[src/rtl/sha_pkg.sv]
package sha_pkg;
    localparam int NREG  = 16;
    localparam int IDX_W = 4;

    typedef logic [7:0] byte_t;

    localparam logic [IDX_W-1:0] IX_CNT_LO = 4'h0;
    localparam logic [IDX_W-1:0] IX_CNT_MD = 4'h1;
    localparam logic [IDX_W-1:0] IX_FIFO   = 4'h2;
    localparam logic [IDX_W-1:0] IX_CMD    = 4'h3;
    localparam logic [IDX_W-1:0] IX_STAT   = 4'h4;
    localparam logic [IDX_W-1:0] IX_INTR   = 4'h5;
    localparam logic [IDX_W-1:0] IX_SEQ    = 4'h6;
    localparam logic [IDX_W-1:0] IX_FLAGS  = 4'h7;
    localparam logic [IDX_W-1:0] IX_CFG1   = 4'h8;
    localparam logic [IDX_W-1:0] IX_CHIPID = 4'hE;

    // slots whose written value becomes the readable value
    localparam logic [NREG-1:0] MIRROR_MASK = 16'hF900;

    localparam int ST_IRQ = 7;
    localparam int ST_GE  = 6;
    localparam int ST_PE  = 5;
    localparam int ST_TC  = 4;
    localparam int CFG1_NO_RST_IRQ = 6;

    localparam byte_t CHIP_ID     = 8'h04;
    localparam byte_t CFG1_DEF    = 8'h07;
    localparam byte_t CAUSE_DONE  = 8'h08;
    localparam byte_t CAUSE_BUSRS = 8'h80;

    localparam logic [6:0] OP_NOP    = 7'h00;
    localparam logic [6:0] OP_FLUSH  = 7'h01;
    localparam logic [6:0] OP_CHRST  = 7'h02;
    localparam logic [6:0] OP_BUSRST = 7'h03;
    localparam logic [6:0] OP_ATN    = 7'h1A;
    localparam logic [6:0] OP_ENSEL  = 7'h44;

    typedef enum logic {FS_IDLE, FS_EXEC} fsm_t;

    typedef enum logic [2:0] {
        OK_NONE, OK_FLUSH, OK_CHRST, OK_BUSRST, OK_ENSEL
    } opkind_t;
endpackage

[src/rtl/sha_addr_decode.sv]
module sha_addr_decode
    import sha_pkg::*;
#(
    parameter int ADDR_W     = 8,
    parameter int ADDR_SHIFT = 2
) (
    input  logic [ADDR_W-1:0] addr,
    input  logic              wr,
    output logic [IDX_W-1:0]  idx,
    output logic [NREG-1:0]   wr_hit
);
    logic [ADDR_W-1:0] shifted;

    assign shifted = addr >> ADDR_SHIFT;
    assign idx     = shifted[IDX_W-1:0];

    for (genvar g = 0; g < NREG; g++) begin : g_hit
        assign wr_hit[g] = wr && (idx == IDX_W'(g));
    end
endmodule

[src/rtl/sha_cmd_decode.sv]
module sha_cmd_decode
    import sha_pkg::*;
(
    input  logic [6:0] op,
    output opkind_t    kind
);
    always_comb begin
        unique case (op)
            OP_FLUSH:  kind = OK_FLUSH;
            OP_CHRST:  kind = OK_CHRST;
            OP_BUSRST: kind = OK_BUSRST;
            OP_ENSEL:  kind = OK_ENSEL;
            default:   kind = OK_NONE;
        endcase
    end
endmodule

[src/rtl/sha_cmd_fsm.sv]
module sha_cmd_fsm
    import sha_pkg::*;
(
    input  logic       clk,
    input  logic       rst_n,
    input  logic       soft_rst,
    input  logic       cmd_wr,
    input  byte_t      cmd_byte,
    output logic       cmd_valid,
    output logic [6:0] cmd_op,
    output logic       cmd_dma
);
    fsm_t       state_q, state_d;
    logic [6:0] op_q;
    logic       dma_q;

    always_ff @(posedge clk or negedge rst_n) begin
        if (!rst_n) state_q <= FS_IDLE;
        else        state_q <= state_d;
    end

    always_comb begin
        state_d = state_q;
        if (soft_rst) begin
            state_d = FS_IDLE;
        end else begin
            unique case (state_q)
                FS_IDLE: if (cmd_wr) state_d = FS_EXEC;
                FS_EXEC: state_d = cmd_wr ? FS_EXEC : FS_IDLE;
            endcase
        end
    end

    always_ff @(posedge clk or negedge rst_n) begin
        if (!rst_n) begin
            op_q  <= OP_NOP;
            dma_q <= 1'b0;
        end else if (cmd_wr) begin
            op_q  <= cmd_byte[6:0];
            dma_q <= cmd_byte[7];
        end
    end

    always_comb begin
        cmd_valid = (state_q == FS_EXEC);
        cmd_op    = op_q;
        cmd_dma   = dma_q;
    end
endmodule

[src/rtl/sha_regfront.sv]
module sha_regfront
    import sha_pkg::*;
#(
    parameter int ADDR_W     = 8,
    parameter int ADDR_SHIFT = 2
) (
    input  logic              clk,
    input  logic              rst_n,
    input  logic [ADDR_W-1:0] bus_addr,
    input  logic              bus_wr,
    input  logic              bus_rd,
    input  logic [7:0]        bus_wdata,
    output logic [7:0]        bus_rdata,
    output logic              irq,
    output logic              cmd_valid,
    output logic [6:0]        cmd_op,
    output logic              cmd_dma,
    output logic [2:0]        tgt_id,
    output logic [15:0]       xfer_len,
    output logic              fifo_push,
    output logic [7:0]        fifo_wdata,
    output logic              fifo_pop,
    input  logic [7:0]        fifo_rdata,
    input  logic              rpt_valid,
    input  logic [4:0]        rpt_stat,
    input  logic [7:0]        rpt_intr,
    input  logic [2:0]        rpt_seq,
    input  logic [7:0]        rpt_flags,
    input  logic              ev_gross,
    input  logic              ev_parity
);
    logic [IDX_W-1:0] idx;
    logic [NREG-1:0]  wr_hit;
    opkind_t          kind;
    logic             chip_rst;
    logic             irq_q;
    byte_t            rreg [NREG];
    byte_t            wreg [NREG];

    sha_addr_decode #(.ADDR_W(ADDR_W), .ADDR_SHIFT(ADDR_SHIFT)) u_adec (
        .addr   (bus_addr),
        .wr     (bus_wr),
        .idx    (idx),
        .wr_hit (wr_hit)
    );

    sha_cmd_fsm u_fsm (
        .clk       (clk),
        .rst_n     (rst_n),
        .soft_rst  (chip_rst),
        .cmd_wr    (wr_hit[IX_CMD]),
        .cmd_byte  (bus_wdata),
        .cmd_valid (cmd_valid),
        .cmd_op    (cmd_op),
        .cmd_dma   (cmd_dma)
    );

    sha_cmd_decode u_cdec (
        .op   (cmd_op),
        .kind (kind)
    );

    assign chip_rst = cmd_valid && (kind == OK_CHRST);

    always_ff @(posedge clk or negedge rst_n) begin
        if (!rst_n) begin
            for (int i = 0; i < NREG; i++) begin
                rreg[i] <= '0;
                wreg[i] <= '0;
            end
            rreg[IX_CHIPID] <= CHIP_ID;
            rreg[IX_CFG1]   <= CFG1_DEF;
            irq_q           <= 1'b0;
        end else if (chip_rst) begin
            for (int i = 0; i < NREG; i++) begin
                rreg[i] <= '0;
                wreg[i] <= '0;
            end
            rreg[IX_CHIPID] <= CHIP_ID;
            rreg[IX_CFG1]   <= CFG1_DEF;
            irq_q           <= 1'b0;
        end else begin
            // host writes: every slot keeps a written copy, some mirror
            for (int i = 0; i < NREG; i++) begin
                if (wr_hit[i]) begin
                    wreg[i] <= bus_wdata;
                    if (MIRROR_MASK[i]) rreg[i] <= bus_wdata;
                end
            end
            if (wr_hit[IX_CMD]) begin
                rreg[IX_CMD] <= bus_wdata;
                if (bus_wdata[7]) begin
                    rreg[IX_CNT_LO] <= wreg[IX_CNT_LO];
                    rreg[IX_CNT_MD] <= wreg[IX_CNT_MD];
                end
            end
            if (wr_hit[IX_CNT_LO] || wr_hit[IX_CNT_MD])
                rreg[IX_STAT][ST_TC] <= 1'b0;

            // host read of the interrupt cause acknowledges
            if (bus_rd && (idx == IX_INTR)) begin
                rreg[IX_STAT][ST_IRQ] <= 1'b0;
                rreg[IX_STAT][ST_GE]  <= 1'b0;
                rreg[IX_STAT][ST_PE]  <= 1'b0;
                irq_q                 <= 1'b0;
            end

            // neighbour events
            if (ev_gross)  rreg[IX_STAT][ST_GE] <= 1'b1;
            if (ev_parity) rreg[IX_STAT][ST_PE] <= 1'b1;
            if (rpt_valid) begin
                rreg[IX_STAT][4:0]    <= rpt_stat;
                rreg[IX_INTR]         <= rpt_intr;
                rreg[IX_SEQ]          <= {5'd0, rpt_seq};
                rreg[IX_FLAGS]        <= rpt_flags;
                rreg[IX_STAT][ST_IRQ] <= 1'b1;
                irq_q                 <= 1'b1;
            end

            // local effects of the announced command
            if (cmd_valid) begin
                unique case (kind)
                    OK_FLUSH: begin
                        rreg[IX_INTR]  <= CAUSE_DONE;
                        rreg[IX_SEQ]   <= '0;
                        rreg[IX_FLAGS] <= '0;
                    end
                    OK_BUSRST: begin
                        rreg[IX_INTR] <= CAUSE_BUSRS;
                        if (!wreg[IX_CFG1][CFG1_NO_RST_IRQ]) begin
                            rreg[IX_STAT][ST_IRQ] <= 1'b1;
                            irq_q                 <= 1'b1;
                        end
                    end
                    OK_ENSEL: rreg[IX_INTR] <= '0;
                    default: ;
                endcase
            end
        end
    end

    assign bus_rdata  = (idx == IX_FIFO) ? fifo_rdata : rreg[idx];
    assign irq        = irq_q;
    assign tgt_id     = wreg[IX_STAT][2:0];
    assign xfer_len   = {wreg[IX_CNT_MD], wreg[IX_CNT_LO]};
    assign fifo_push  = wr_hit[IX_FIFO];
    assign fifo_wdata = bus_wdata;
    assign fifo_pop   = bus_rd && (idx == IX_FIFO);
endmodule

[config.mk]
export PLATFORM = sky130hd
export DESIGN_NAME = sha_regfront
export DESIGN_NICKNAME = d
export VERILOG_FILES = /design/src/rtl/sha_pkg.sv /design/src/rtl/sha_addr_decode.sv /design/src/rtl/sha_cmd_decode.sv /design/src/rtl/sha_cmd_fsm.sv /design/src/rtl/sha_regfront.sv
export SDC_FILE = /design/constraint.sdc
export NUM_CORES = 1
export LEC_CHECK = 0
export BUFFER_PORTS_ARGS = -buffer_cell sky130_fd_sc_hd__buf_2
export CAP_MARGIN = 20
export CORE_UTILIZATION = 57
export DETAILED_ROUTE_END_ITERATION = 8
export PLACE_DENSITY_LB_ADDON = 0.2
export SYNTH_ARGS = -nofsm -noshare
export SYNTH_HDL_FRONTEND = slang
export SYNTH_HIERARCHICAL = 1
export SYNTH_SLANG_ARGS = --single-unit
[constraint.sdc]
create_clock -name clk -period 2.55 [get_ports clk]
set_clock_uncertainty 0.15 [all_clocks]
set_input_delay 0.51 -clock clk [delete_from_list [all_inputs] [get_ports clk]]
set_output_delay 0.51 -clock clk [all_outputs]
set_load 0.005 [all_outputs]
==> flow_metrics.py <==
metrics = {
    "placed_design": {
        "portBuffers": 97,
        "dp_cells": 832,
        "globalplace.congestion": 0.821,
        "dp_hpwl_um": 11300,
        "placed_area_um2": 7310,
    },
    "floorplan": {
        "die-height_um": 110,
        "die_area_um2": 12000,
        "ios": 102,
        "row_count": 38,
        "core_um2": 11000,
        "die_w_um": 110,
        "initial_core_util_pct": 59.8,
    },
    "detailed_routing": {
        "drt_wl_total_um": 17000,
        "drtPass1Iterations": 5,
        "vias_per_cell": 5.85,
        "drcViolationCount": 0,
        "drt-initial-drc-count": 378,
        "ant_nets": 0,
        "post_drt_wl_per_cell_um": 19.6,
        "vias": 5046,
    },
    "sta": {
        "maxSlewViolCount": 0,
        "rsz0062_at_grt": "yes",
        "finalSetupViolCount": 0,
        "max-slew-margin-rel_pct": 66.9,
        "fmax_ghz": 0.397,
        "layout_min_cycle_time_ns": 2.52,
        "fin_tns_setup_ns": 0,
        "finalHoldViolCount": 0,
        "tightest_slew_ns": 0.493,
        "period_share_pct": 98.7,
    },
    "worst_hold_path": {
        "hold_path_end": "rreg[88]",
        "min-delay-start": "rpt_stat[0]",
        "hold_path_class": "input pin to flop",
        "whs_path_depth": 3,
    },
    "pwr": {
        "p_int_w": 0.00452,
        "ir_worst_vdd_mv": 0.629,
        "swShare_pct": 27.4,
        "power.density_nw_per_um2": 783,
        "total_power_w": 0.00623,
        "p_sw_w": 0.00170,
        "seqPwrFrac_pct": 45.4,
        "leakage_nw": 3.71,
        "clock_power_share_pct": 35.9,
        "p_comb_share_pct": 18.6,
    },
    "global_route": {
        "busiest_layer": "met2",
        "track_usage_pct": 30.4,
        "grt_use_met1_pct": 39.2,
        "grt_pass1_wl_um": 26400,
        "antenna_found_initial": 0,
        "grt_use_met3_pct": 7.59,
        "grt_max_degree": 62,
        "grt_pass1_vias": 5025,
        "gr-total-overflow": 0,
        "gr-usage-met2_pct": 49.6,
    },
    "final_layout": {
        "area_growth_pct": 20.7,
        "finish.net_count": 767,
        "final_cells": 863,
        "antennaDiodeCount": 0,
        "fin_area_um2": 7960,
        "layout-drive-gt1-share_pct": 28.5,
        "mostFrequentLayoutCells": "129 x dfrtp_1, 124 x mux2i_1, 114 x nor2_1, 94 x buf_2, 41 x nand2_1",
        "layout_commonest_cell": "dfrtp_1",
    },
    "setup_path": {
        "cp.required_ns": 1.89,
        "r2r_cells": 6,
        "critPathCaptureType": "output port",
        "worstPathArrival_ns": 1.86,
        "worstSetupStartpointType": "flop",
        "critical_path_class": "flop to output port",
        "rrSetupSlack_ns": 0.51,
        "startpoint": "rreg[121]",
        "reg2reg_from": "u_fsm/cmd_op[5]",
        "reg2reg_to": "xfer_len[6]",
        "crit_fanout": 2,
    },
    "cts": {
        "cts_buffers": 17,
        "cts_tree": "built",
        "clock-sinks": 133,
        "htreeDepth": 4,
        "post-cts-setup-buffers": 0,
        "clk_latency_ns": 0.42,
        "clock-root-buffer": "clkbuf_16",
        "path_clk_slew_ns": 0.06,
        "cts_max_path_buffers": 2,
    },
    "flow_run": {
        "max_cap_violations": 0,
    },
    "yosys": {
        "synthesis.area_um2": 6590,
        "syn-instance-count": 622,
        "yosysWarningCount": 6,
        "synth_area_per_cell_um2": 10.6,
        "synth_fp_nets": 677,
    },
    "run_status": {
        "status": "complete, no violations",
    },
}
state kept, by name (all words and copies together) (netlist names):
signal / flops
u_fsm/cmd_op: 7
irq: 1
u_fsm/cmd_dma: 1
xfer_len: 16
u_fsm/cmd_valid: 1
rreg: 104
tgt_id: 3
what timing repair did:
item | 4_1_cts | 5_1_grt
resized for setup | 9 | 12
pin swaps | 1 | 2
endpoints found under the setup margin | 8 | 8
hold endpoints to repair | 14 | 0
gates cloned | 1 | 0
hold buffers | 1 | 0
power groups by stage:
stage / Clock, W / Sequential, W / Combinational (W)
finish: 0.00224 / 0.00283 / 0.00116
detailed placement: 0 / 0.00284 / 0.00112
floorplan: 0 / 0.00278 / 0.000705
global placement: 0 / 0.00281 / 0.00108
global route: 0.00236 / 0.00287 / 0.00129
CTS: 0.00226 / 0.00282 / 0.00115
worst max-delay path: stages, from the launching register on:
cell and delay (ns):
dfrtp_1 0.39, mux4_2 0.44, nor2b_1 0.14, a211oi_1 0.24, a21oi_1 0.08, buf_2 0.14
routing by layer:
metal,share of wire (%),up-vias
li1,-,2320
met1,43,2549
met2,50,158
met3,5.1,19
met4,1.4,0
met5,0,-
worst max-delay path by stage:
| stage | endpoint | slack (ns) |
|---|---|---|
| after floorplan | bus_rdata[6] | 0.13 |
| after global placement | bus_rdata[3] | -0.21 |
| after detailed placement | bus_rdata[2] | -0.26 |
| after CTS | bus_rdata[3] | 0.01 |
| after global routing | bus_rdata[5] | -0.005 |
| final | bus_rdata[1] | 0.03 |
stage by stage:
stage          setup slack (ns)  util, %  hold slack [ns]
2_1_floorplan             0.129        -           0.0644
3_3_place_gp             -0.206     66.3            0.251
3_5_place_dp             -0.262     66.3            0.255
4_1_cts                  0.0105     71.8            0.177
5_1_grt                -0.00529     72.1            0.180
6_report                 0.0339     72.1            0.181
area by class of cell:
class / instances / area (µm²)
multi-input combinational: 423 / 2980
inverter: 2 / 7.51
sequential: 133 / 3330
timing repair buffer: 135 / 921
tap: 140 / 175
clock inverter: 5 / 50.0
clock buffer: 25 / 485
fill: 808 / 3080
Power figures use the tool's default switching activity.
